--- src/rtl/tmr_host_pkg.sv ---
package tmr_host_pkg;

  localparam int unsigned NUM_CH  = 3;
  localparam int unsigned BYTE_W  = 8;
  localparam int unsigned CNT_W   = 2 * BYTE_W;
  localparam int unsigned ADDR_W  = 2;
  localparam int unsigned MODE_W  = 3;
  localparam int unsigned SYNC_STAGES = 2;

  localparam logic [ADDR_W-1:0] CTL_ADDR     = 2'd3;
  localparam logic [1:0]        SEL_READBACK = 2'd3;

  // control word field positions (decoded by the channel logic)
  localparam int unsigned CW_SEL_LSB   = 6;
  localparam int unsigned CW_ACC_LSB   = 4;
  localparam int unsigned CW_MODE_LSB  = 1;
  localparam int unsigned CW_BCD_BIT   = 0;
  localparam int unsigned RB_NOCNT_BIT = 5;
  localparam int unsigned RB_NOSTS_BIT = 4;
  localparam int unsigned RB_CH_LSB    = 1;

  typedef enum logic [1:0] {
    ACC_FREEZE = 2'd0,
    ACC_LO     = 2'd1,
    ACC_HI     = 2'd2,
    ACC_WORD   = 2'd3
  } acc_e;

  // pending count snapshot: which byte(s) remain to be read
  typedef enum logic [1:0] {
    SNAP_NONE = 2'd0,
    SNAP_LO   = 2'd1,
    SNAP_HI   = 2'd2,
    SNAP_WORD = 2'd3
  } snap_e;

  typedef struct packed {
    acc_e              acc;
    logic [MODE_W-1:0] mode;
    logic              bcd;
  } chan_cfg_t;

  typedef struct packed {
    logic prog;
    logic cnt_frz;
    logic sts_frz;
    logic data_wr;
    logic data_rd;
  } chan_cmd_t;

endpackage

--- src/rtl/tmr_host_decode.sv ---
module tmr_host_decode
  import tmr_host_pkg::*;
(
  input  logic                         wr_en,
  input  logic                         rd_en,
  input  logic [ADDR_W-1:0]            addr,
  input  logic [BYTE_W-1:0]            wdata,
  output chan_cmd_t [NUM_CH-1:0]       cmd,
  output chan_cfg_t                    new_cfg
);

  logic       ctl_wr;
  logic       rb_wr;
  logic [1:0] sel;
  acc_e       acc;

  always_comb begin
    ctl_wr       = wr_en && (addr == CTL_ADDR);
    sel          = wdata[CW_SEL_LSB +: 2];
    acc          = acc_e'(wdata[CW_ACC_LSB +: 2]);
    rb_wr        = ctl_wr && (sel == SEL_READBACK);
    new_cfg.acc  = acc;
    new_cfg.mode = wdata[CW_MODE_LSB +: MODE_W];
    new_cfg.bcd  = wdata[CW_BCD_BIT];
  end

  for (genvar g = 0; g < NUM_CH; g++) begin : g_ch
    localparam logic [1:0]        CH_SEL  = 2'(g);
    localparam logic [ADDR_W-1:0] CH_ADDR = ADDR_W'(g);

    assign cmd[g].prog    = ctl_wr && (sel == CH_SEL) && (acc != ACC_FREEZE);
    assign cmd[g].cnt_frz = (ctl_wr && (sel == CH_SEL) && (acc == ACC_FREEZE))
                          || (rb_wr && wdata[RB_CH_LSB + g] && !wdata[RB_NOCNT_BIT]);
    assign cmd[g].sts_frz = rb_wr && wdata[RB_CH_LSB + g] && !wdata[RB_NOSTS_BIT];
    assign cmd[g].data_wr = wr_en && (addr == CH_ADDR);
    assign cmd[g].data_rd = rd_en && !wr_en && (addr == CH_ADDR);
  end

endmodule

--- src/rtl/tmr_host_chan.sv ---
module tmr_host_chan
  import tmr_host_pkg::*;
(
  input  logic              clk,
  input  logic              rst_n,
  input  chan_cmd_t         cmd,
  input  chan_cfg_t         new_cfg,
  input  logic [BYTE_W-1:0] wdata,
  input  logic [CNT_W-1:0]  live_count,
  input  logic              live_out,
  output logic [BYTE_W-1:0] rd_byte,
  output logic [MODE_W-1:0] cfg_mode,
  output logic              cfg_bcd,
  output logic              load_vld,
  output logic [CNT_W-1:0]  load_val
);

  chan_cfg_t         cfg_q,   cfg_d;
  logic              wr_hi_q, wr_hi_d;
  logic              rd_hi_q, rd_hi_d;
  logic [BYTE_W-1:0] stage_q, stage_d;
  logic              stage_en;
  snap_e             snap_q,  snap_d;
  logic [CNT_W-1:0]  cval_q,  cval_d;
  logic              cval_en;
  logic              sts_vld_q, sts_vld_d;
  logic [BYTE_W-1:0] sts_q,   sts_d;
  logic              sts_en;
  logic              ld_vld_q, ld_vld_d;
  logic [CNT_W-1:0]  ld_val_q, ld_val_d;
  logic              ld_en;
  logic [BYTE_W-1:0] sts_now;

  assign sts_now = {live_out, 1'b0, cfg_q.acc, cfg_q.mode, cfg_q.bcd};

  // next-state
  always_comb begin
    cfg_d     = cfg_q;
    wr_hi_d   = wr_hi_q;
    rd_hi_d   = rd_hi_q;
    stage_d   = stage_q;
    stage_en  = 1'b0;
    snap_d    = snap_q;
    cval_d    = cval_q;
    cval_en   = 1'b0;
    sts_vld_d = sts_vld_q;
    sts_d     = sts_q;
    sts_en    = 1'b0;
    ld_vld_d  = 1'b0;
    ld_val_d  = ld_val_q;
    ld_en     = 1'b0;

    if (cmd.prog) begin
      cfg_d     = new_cfg;
      wr_hi_d   = 1'b0;
      rd_hi_d   = 1'b0;
      snap_d    = SNAP_NONE;
      sts_vld_d = 1'b0;
    end

    if (cmd.cnt_frz && (snap_q == SNAP_NONE)) begin
      cval_d  = live_count;
      cval_en = 1'b1;
      snap_d  = snap_e'(cfg_q.acc);
    end

    if (cmd.sts_frz && !sts_vld_q) begin
      sts_vld_d = 1'b1;
      sts_d     = sts_now;
      sts_en    = 1'b1;
    end

    if (cmd.data_wr) begin
      unique case (cfg_q.acc)
        ACC_LO: begin
          ld_vld_d = 1'b1;
          ld_val_d = {{BYTE_W{1'b0}}, wdata};
          ld_en    = 1'b1;
        end
        ACC_HI: begin
          ld_vld_d = 1'b1;
          ld_val_d = {wdata, {BYTE_W{1'b0}}};
          ld_en    = 1'b1;
        end
        default: begin
          if (wr_hi_q) begin
            ld_vld_d = 1'b1;
            ld_val_d = {wdata, stage_q};
            ld_en    = 1'b1;
            wr_hi_d  = 1'b0;
          end else begin
            stage_d  = wdata;
            stage_en = 1'b1;
            wr_hi_d  = 1'b1;
          end
        end
      endcase
    end

    if (cmd.data_rd) begin
      if (sts_vld_q) begin
        sts_vld_d = 1'b0;
      end else if (snap_q != SNAP_NONE) begin
        snap_d = (snap_q == SNAP_WORD) ? SNAP_HI : SNAP_NONE;
      end else if (cfg_q.acc == ACC_WORD) begin
        rd_hi_d = !rd_hi_q;
      end
    end
  end

  // registers
  always_ff @(posedge clk or negedge rst_n) begin
    if (!rst_n) begin
      cfg_q     <= '{acc: ACC_WORD, mode: '0, bcd: 1'b0};
      wr_hi_q   <= 1'b0;
      rd_hi_q   <= 1'b0;
      stage_q   <= '0;
      snap_q    <= SNAP_NONE;
      cval_q    <= '0;
      sts_vld_q <= 1'b0;
      sts_q     <= '0;
      ld_vld_q  <= 1'b0;
      ld_val_q  <= '0;
    end else begin
      cfg_q     <= cfg_d;
      wr_hi_q   <= wr_hi_d;
      rd_hi_q   <= rd_hi_d;
      snap_q    <= snap_d;
      sts_vld_q <= sts_vld_d;
      ld_vld_q  <= ld_vld_d;
      if (stage_en) stage_q  <= stage_d;
      if (cval_en)  cval_q   <= cval_d;
      if (sts_en)   sts_q    <= sts_d;
      if (ld_en)    ld_val_q <= ld_val_d;
    end
  end

  // read byte selection: status, then snapshot, then live
  always_comb begin
    if (sts_vld_q) begin
      rd_byte = sts_q;
    end else if (snap_q != SNAP_NONE) begin
      rd_byte = (snap_q == SNAP_HI) ? cval_q[CNT_W-1:BYTE_W] : cval_q[BYTE_W-1:0];
    end else begin
      unique case (cfg_q.acc)
        ACC_LO:  rd_byte = live_count[BYTE_W-1:0];
        ACC_HI:  rd_byte = live_count[CNT_W-1:BYTE_W];
        default: rd_byte = rd_hi_q ? live_count[CNT_W-1:BYTE_W] : live_count[BYTE_W-1:0];
      endcase
    end
  end

  assign cfg_mode = cfg_q.mode;
  assign cfg_bcd  = cfg_q.bcd;
  assign load_vld = ld_vld_q;
  assign load_val = ld_val_q;

endmodule

--- src/rtl/tmr_host_rdmux.sv ---
module tmr_host_rdmux
  import tmr_host_pkg::*;
(
  input  logic                           rd_en,
  input  logic [ADDR_W-1:0]              addr,
  input  logic [NUM_CH-1:0][BYTE_W-1:0]  ch_byte,
  output logic [BYTE_W-1:0]              rdata
);

  always_comb begin
    rdata = '0;
    if (rd_en) begin
      for (int i = 0; i < NUM_CH; i++) begin
        if (addr == ADDR_W'(i)) rdata = ch_byte[i];
      end
    end
  end

endmodule

--- src/rtl/tmr_host_if.sv ---
module tmr_host_if
  import tmr_host_pkg::*;
(
  input  logic                       clk,
  input  logic                       rst_n,
  input  logic                       host_wr,
  input  logic                       host_rd,
  input  logic [ADDR_W-1:0]          host_addr,
  input  logic [BYTE_W-1:0]          host_wdata,
  output logic [BYTE_W-1:0]          host_rdata,
  output logic [NUM_CH-1:0]          cnt_load,
  output logic [NUM_CH*CNT_W-1:0]    cnt_init,
  output logic [NUM_CH*MODE_W-1:0]   cnt_mode,
  output logic [NUM_CH-1:0]          cnt_bcd,
  input  logic [NUM_CH*CNT_W-1:0]    cnt_live,
  input  logic [NUM_CH-1:0]          cnt_out
);

  logic [SYNC_STAGES-1:0]         rst_pipe_q;
  logic                           core_rst_n;
  chan_cmd_t [NUM_CH-1:0]         cmd;
  chan_cfg_t                      new_cfg;
  logic [NUM_CH-1:0][BYTE_W-1:0]  ch_byte;

  // reset asserts at once, releases on the clock
  always_ff @(posedge clk or negedge rst_n) begin
    if (!rst_n) begin
      rst_pipe_q <= '0;
    end else begin
      rst_pipe_q <= {rst_pipe_q[SYNC_STAGES-2:0], 1'b1};
    end
  end

  assign core_rst_n = rst_pipe_q[SYNC_STAGES-1];

  tmr_host_decode u_decode (
    .wr_en   (host_wr),
    .rd_en   (host_rd),
    .addr    (host_addr),
    .wdata   (host_wdata),
    .cmd     (cmd),
    .new_cfg (new_cfg)
  );

  for (genvar g = 0; g < NUM_CH; g++) begin : g_chan
    tmr_host_chan u_chan (
      .clk        (clk),
      .rst_n      (core_rst_n),
      .cmd        (cmd[g]),
      .new_cfg    (new_cfg),
      .wdata      (host_wdata),
      .live_count (cnt_live[g*CNT_W +: CNT_W]),
      .live_out   (cnt_out[g]),
      .rd_byte    (ch_byte[g]),
      .cfg_mode   (cnt_mode[g*MODE_W +: MODE_W]),
      .cfg_bcd    (cnt_bcd[g]),
      .load_vld   (cnt_load[g]),
      .load_val   (cnt_init[g*CNT_W +: CNT_W])
    );
  end

  tmr_host_rdmux u_rdmux (
    .rd_en   (host_rd),
    .addr    (host_addr),
    .ch_byte (ch_byte),
    .rdata   (host_rdata)
  );

endmodule

--- config.mk ---
export PLATFORM = sky130hd
export DESIGN_NAME = tmr_host_if
export DESIGN_NICKNAME = d
export VERILOG_FILES = /design/src/rtl/tmr_host_pkg.sv /design/src/rtl/tmr_host_decode.sv /design/src/rtl/tmr_host_chan.sv /design/src/rtl/tmr_host_rdmux.sv /design/src/rtl/tmr_host_if.sv
export SDC_FILE = /design/constraint.sdc
export NUM_CORES = 1
export LEC_CHECK = 0
export BUFFER_PORTS_ARGS = -buffer_cell sky130_fd_sc_hd__buf_2
export CORE_MARGIN = 5
export CORE_UTILIZATION = 30
export DETAILED_ROUTE_END_ITERATION = 12
export PLACE_DENSITY = 0.44
export SETUP_SLACK_MARGIN = 0.05
export SLEW_MARGIN = 20
export SYNTH_ARGS = -nofsm -noshare
export SYNTH_HDL_FRONTEND = slang
export SYNTH_HIERARCHICAL = 1
export SYNTH_SLANG_ARGS = --single-unit
--- constraint.sdc ---
create_clock -name clk -period 8.75 [get_ports clk]
set_clock_uncertainty 0.15 [all_clocks]
set_input_delay 0.875 -clock clk [delete_from_list [all_inputs] [get_ports clk]]
set_output_delay 0.875 -clock clk [all_outputs]
set_load 0.02 [all_outputs]
==> impl_metrics.yaml, run 1 <==
status:
  status: "complete, no violations"
floorplan:
  die_w_um: 187
  initial_core_util: 0.301
  row_count: 65
  coreArea_um2: 31300
  io_pins: 136
  die_area_um2: 35100
  die_h_um: 187
cts:
  cts-root-buf: "clkbuf_16"
  postCtsHoldBufs: 0
  cts_setup_buffers: 0
  cts_tree: "yes"
  clk_pin_slew_worst_paths_ns: 0.08
  cts_inserted_buffers: 17
  clk_latency_ns: 0.43
  cts.path.max_buffers: 2
  clkSinkCount: 179
  htree_levels: 4
  cts_resized: 0
setup_path:
  worstSetupStartpointType: "flip-flop"
  path_max_fanout: 25
  cp.required_ns: 7.73
  end_kind: "output pin"
  r2r_start: "g_chan[0].u_chan/cfg_q[4]"
  crit_start: "g_chan[0].u_chan/cfg_q[4]"
  crit_type: "flip-flop to output pin"
  arrival_ns: 3.45
yosys:
  synth-seq-area-share: 0.476
  synth_ff_type: "dfrtp_1"
  synth_edf_count: 0
  synthXorXnorAreaFrac: 0
  ys_ff_latch: 179
  syn_area_um2: 9430
  synth_top_family_by_area: "multiplexers"
  yosys.cell_types.count: 49
  synthAdderAreaFrac: 0.0119
  syn-instance-count: 822
  synth-simple-area-share: 0.0998
  syn_nets: 896
  synth_compound_area_frac: 0.131
  synthArstFlopShare: 1.00
  synthMuxAreaShare: 0.214
  ys.warnings.count: 6
  postSynthAreaPerCell_um2: 11.5
route:
  viasPerCell: 4.98
  drcViolationCount: 0
  finalWirelength_um: 26700
  drtPass1Iterations: 5
  post_drt_wl_per_cell_um: 20.1
  vias: 6597
  antenna_left: 0
  drt_iter0_drc: 399
timing:
  tightest_slew_ns: 0.852
  timing.final.crit_share: 0.511
  max_freq_mhz: 224
  tns_ns: 0
  setup_viol: 0
  slew_violations: 0
  hold_viol: 0
  finalCriticalPeriod_ns: 4.47
  whs_ns: 0.0597
  rsz0062_at_grt: "no"
  relSlewSlack: 0.431
layout:
  drive_above_1_share: 0.353
  final_cell_mix: "dfrtp_1, buf_2, mux2_2"
  areaGrowthSynthToFinish_pct: 14.5
  final_nets: 984
  final_common_cell: "dfrtp_1"
  fin_util: 0.345
global_route:
  antenna_found_initial: 2
  grt.total_usage: 0.153
  grt_first_pass_wirelength_um: 42000
  gr-total-overflow: 0
  grt_pass1_vias: 6769
  grt_max_degree: 78
job:
  cap_viol_max_count: 0
placed_design:
  gp_congestion: 0.735
  placement.io_buffers: 135
  hpwl_um: 18500
power_and_ir_drop:
  vdd_drop_max_mv: 0.136
  p_total_w: 0.00318
  power_density_nw_per_um2: 295
  p_leak_nw: 4.95
min_path:
  worst_hold_path_type: "input port to async pin"
-- cells by family (layout without fill, tap and decap cells) --
kind of cell / count (synthesis) / count (layout)
mux: 185 / 185
compound gates: 162 / 162
other cells: 1 / 2
fa+ha+maj: 9 / 9
flops: 179 / 179
simple gates: 170 / 170
buf+inv: 116 / 217
-- critical path: stages, from the launching register on --
cell	delay (ns)
dfstp_2	0.56
inv_1	0.06
ha_1	0.72
or3b_1	0.52
o22a_1	0.20
a21oi_1	0.25
mux2i_1	0.15
o21ai_0	0.23
and2_1	0.16
buf_2	0.16
-- area by class of cell --
class	count	area (µm²)
timing repair buffer	144	756
inverter	41	154
tap	402	503
antenna	1	2.50
clock buffer	17	425
sequential	179	4490
multi-input combinational	527	4320
clock inverter	15	146
fill	3140	20500
-- power breakdown --
group / internal (W) / switching [W] / total [W]
Combinational: 0.000500 / 0.000640 / 0.00114
Clock: 0.000379 / 0.000381 / 0.000760
Sequential: 0.00109 / 0.000192 / 0.00128
-- flip-flops by register name, summed over array words and instances (netlist names), 6 cells and up --
register and count:
g_chan.u_chan/cfg_q 6, g_chan.u_chan/sts_q 21, g_chan.u_chan/stage_q 24, g_chan.u_chan/load_val 48, g_chan.u_chan/cfg_mode 9, g_chan.u_chan/snap_q 6
g_chan.u_chan/cval_q 48
-- metal layers --
layer | vias to the layer above | part of all wire | track usage
met3 | 15 | 0.040 | 0.0347
met2 | 119 | 0.46 | 0.234
met1 | 3354 | 0.49 | 0.220
met5 | - | 0.00026 | 0
li1 | 3107 | - | -
met4 | 2 | 0.010 | 0.0341
-- metrics by stage --
stage	setup slack [ns]	cells	cell area, µm²
2_1_floorplan	3.25	822	9430
3_3_place_gp	4.78	1292	10200
3_5_place_dp	4.77	1292	10200
4_1_cts	4.28	1324	10800
5_1_grt	4.09	1325	10800
6_report	4.28	1326	10800
-- cell usage after synthesis, types with 12 or more instances --
library cell	instances	area [µm²]
buf_2	12	60.1
a221oi_1	24	210
buf_4	22	165
nand3b_1	12	90.1
a21oi_1	24	120
mux2_2	123	1390
dfrtp_1	173	4330
nor2b_1	33	206
clkbuf_1	22	82.6
nand2_1	58	218
o21ai_0	31	155
o22a_1	21	184
inv_1	41	154
a22o_1	19	166
mux2i_1	56	561
a22oi_1	24	180
-- path summary, 6_finish.rpt --
check | cells after the start | end | slack [ns]
worst max-delay path | 9 | host_rdata[3] | 4.28
worst min-delay path | 1 | rst_pipe_q[1] | 0.06
worst max register to register | 5 | g_chan[0].u_chan/load_val[0] | 5.97
worst min register to register | 0 | g_chan[0].u_chan/cval_q[11] | 0.17
max in group asynchronous | 2 | g_chan[2].u_chan/cval_q[1] | 7.01
min in group clk | 0 | rst_pipe_q[1] | 0.21
No activity file was read; power rests on OpenSTA's default activity.
==> run 2, diff against run 1 <==
--- a/config.mk
+++ b/config.mk
@@ -9,7 +9,7 @@
 export CORE_MARGIN = 5
 export CORE_UTILIZATION = 30
 export DETAILED_ROUTE_END_ITERATION = 12
-export PLACE_DENSITY = 0.44
+export PLACE_DENSITY = 0.46
 export SETUP_SLACK_MARGIN = 0.05
 export SLEW_MARGIN = 20
 export SYNTH_ARGS = -nofsm -noshare
==> constraint.sdc (replaced) <==
create_clock -name clk -period 3.6 [get_ports clk]
set_clock_uncertainty 0.15 [all_clocks]
set_input_delay 0.36 -clock clk [delete_from_list [all_inputs] [get_ports clk]]
set_output_delay 0.36 -clock clk [all_outputs]
set_load 0.02 [all_outputs]
==> impl_metrics.yaml, run 2 (synthesis gave the netlist of run 1 again) <==
placed_design:
  placement.io_buffers: 135
  place_area_um2: 10300
  post-place-ws_ns: 0.407
  gp_congestion: 0.791
  hpwl_um: 19000
cts:
  cts.path.max_buffers: 2
  clkSinkCount: 179
  cts_setup_buffers: 0
  clk_latency_ns: 0.43
  cts-root-buf: "clkbuf_16"
  clk_pin_slew_worst_paths_ns: 0.07
  cts_inserted_buffers: 17
  cts_tree: "yes"
  htree_levels: 4
global_route:
  grt_pass1_vias: 6860
  antenna_found_initial: 1
  gr-total-overflow: 0
  grt_first_pass_wirelength_um: 42300
  grt_max_degree: 68
  grt.total_usage: 0.154
min_path:
  worst_hold_path_type: "input port to flip-flop"
layout:
  multiInputGateArea_um2: 4370
  drive_above_1_share: 0.369
  finalInstanceArea_um2: 10900
  diodes: 0
  areaGrowthSynthToFinish_pct: 16.1
  final_common_cell: "dfrtp_1"
  regArea_um2: 4490
  final_nets: 996
  final_cell_mix: "dfrtp_1, buf_2, mux2_2"
  fin_util: 0.350
  nFillCells: 3198
power_and_ir_drop:
  p_leak_nw: 5.01
  power_density_nw_per_um2: 714
  vdd_drop_max_mv: 0.363
setup_path:
  path_max_fanout: 7
  arrival_ns: 2.91
  timing.critical_path.buf_inv: 2
  path_cells: "inv_1 -> ha_1 -> or3_4 -> o22a_1 -> a21oi_2 -> mux2i_1 -> o21ai_0 -> and2_1 -> buf_2"
  worstSetupStartpointType: "flip-flop"
  crit_family: "compound AO/OA/AOI/OAI gates"
  crit_type: "flip-flop to output pin"
  cp.required_ns: 3.09
  crit_slowest_cell: "dfstp_2"
  end_kind: "output pin"
  critPathMaxStageDelay_ns: 0.57
route:
  antenna_left: 0
  drcViolationCount: 0
  drtPass1Iterations: 5
  post_drt_wl_per_cell_um: 20.2
  drt_iter0_drc: 434
  finalWirelength_um: 27000
  vias: 6644
  viasPerCell: 4.97
floorplan:
  coreArea_um2: 31300
  initial_core_util: 0.301
  die_w_um: 187
  die_h_um: 187
  row_count: 65
  io_pins: 136
  die_area_um2: 35100
timing:
  timing.final.crit_share: 0.951
  max_freq_mhz: 292
  finalCriticalPeriod_ns: 3.42
  setup_slack_ns: 0.176
  setup_viol: 0
  tightest_slew_ns: 0.768
  slew_violations: 0
  hold_viol: 0
  relSlewSlack: 0.487
  rsz0062_at_grt: "yes"
  tns_ns: 0
status:
  status: "complete, no violations"
job:
  cap_viol_max_count: 0
[run 2: changes by cell type in the layout (fill, tap and decap cells not counted), moves of 2 or more]
cell,previous run,this run
a21oi_1,24,18
a21oi_2,0,6
buf_4,8,14
dlygate4sd3_1,0,5
inv_6,2,5
ha_1,9,7
or3b_1,3,1
or3b_4,0,2
[run 2: layer usage]
metal  GRT usage  up-vias  share of wire
met2       0.238      127           0.46
met5           0        -              0
met3      0.0323       13          0.036
met1       0.222     3378           0.50
met4      0.0344        0          0.010
li1            -     3126              -
[run 2: through the flow]
| stage | hold WS, ns | instances | power, W |
|---|---|---|---|
| 2_1_floorplan | -0.0856 | 822 | 0.00513 |
| 3_3_place_gp | 0.000314 | 1300 | 0.00595 |
| 3_5_place_dp | 0.000254 | 1300 | 0.00598 |
| 4_1_cts | 0.00890 | 1337 | 0.00787 |
| 5_1_grt | 0.0221 | 1337 | 0.00831 |
| 6_report | 0.0333 | 1337 | 0.00782 |
[run 2: repair_timing]
| action | in CTS | in global routing |
|---|---|---|
| hold buffers | 5 | 0 |
| endpoints found under the hold margin | 6 | 0 |
| resized for setup | 3 | 12 |
| setup endpoints to repair | 7 | 8 |
[run 2: where the power goes]
group | total, W | internal, W | switching, W
clock network | 0.00183 | 0.000921 | 0.000910
registers | 0.00313 | 0.00265 | 0.000479
logic | 0.00286 | 0.00128 | 0.00157
[run 2: tightest hold or removal path: cells and delay by family]
kind                   cells  cell delay, ns
AO/OA/AOI/OAI              1            0.06
buffers and inverters      1            0.11
AND/OR/NAND/NOR            1            0.04
[run 2: layout make-up]
type	count	area share
tap	402	0.0459
multi-input combinational	527	0.399
sequential	179	0.410
clock inverter	15	0.0130
clock buffer	17	0.0389
timing repair buffer	156	0.0788
inverter	41	0.0141
[run 2: worst paths after layout]
check                                           from                      endpoint  slack (ns)  cells after the start
min in group asynchronous                      rst_n                 rst_pipe_q[1]        0.08                      2
hold reg to reg                        rst_pipe_q[1]    g_chan[0].u_chan/cval_q[3]        0.21                      0
setup reg to reg           g_chan[1].u_chan/cfg_q[4]  g_chan[1].u_chan/load_val[5]        0.94                      6
setup / recovery           g_chan[0].u_chan/cfg_q[4]                 host_rdata[5]        0.18                      9
hold / removal                          cnt_live[22]    g_chan[1].u_chan/cval_q[6]        0.03                      3
max in group asynchronous              rst_pipe_q[1]     g_chan[1].u_chan/sts_q[5]        2.14                      1
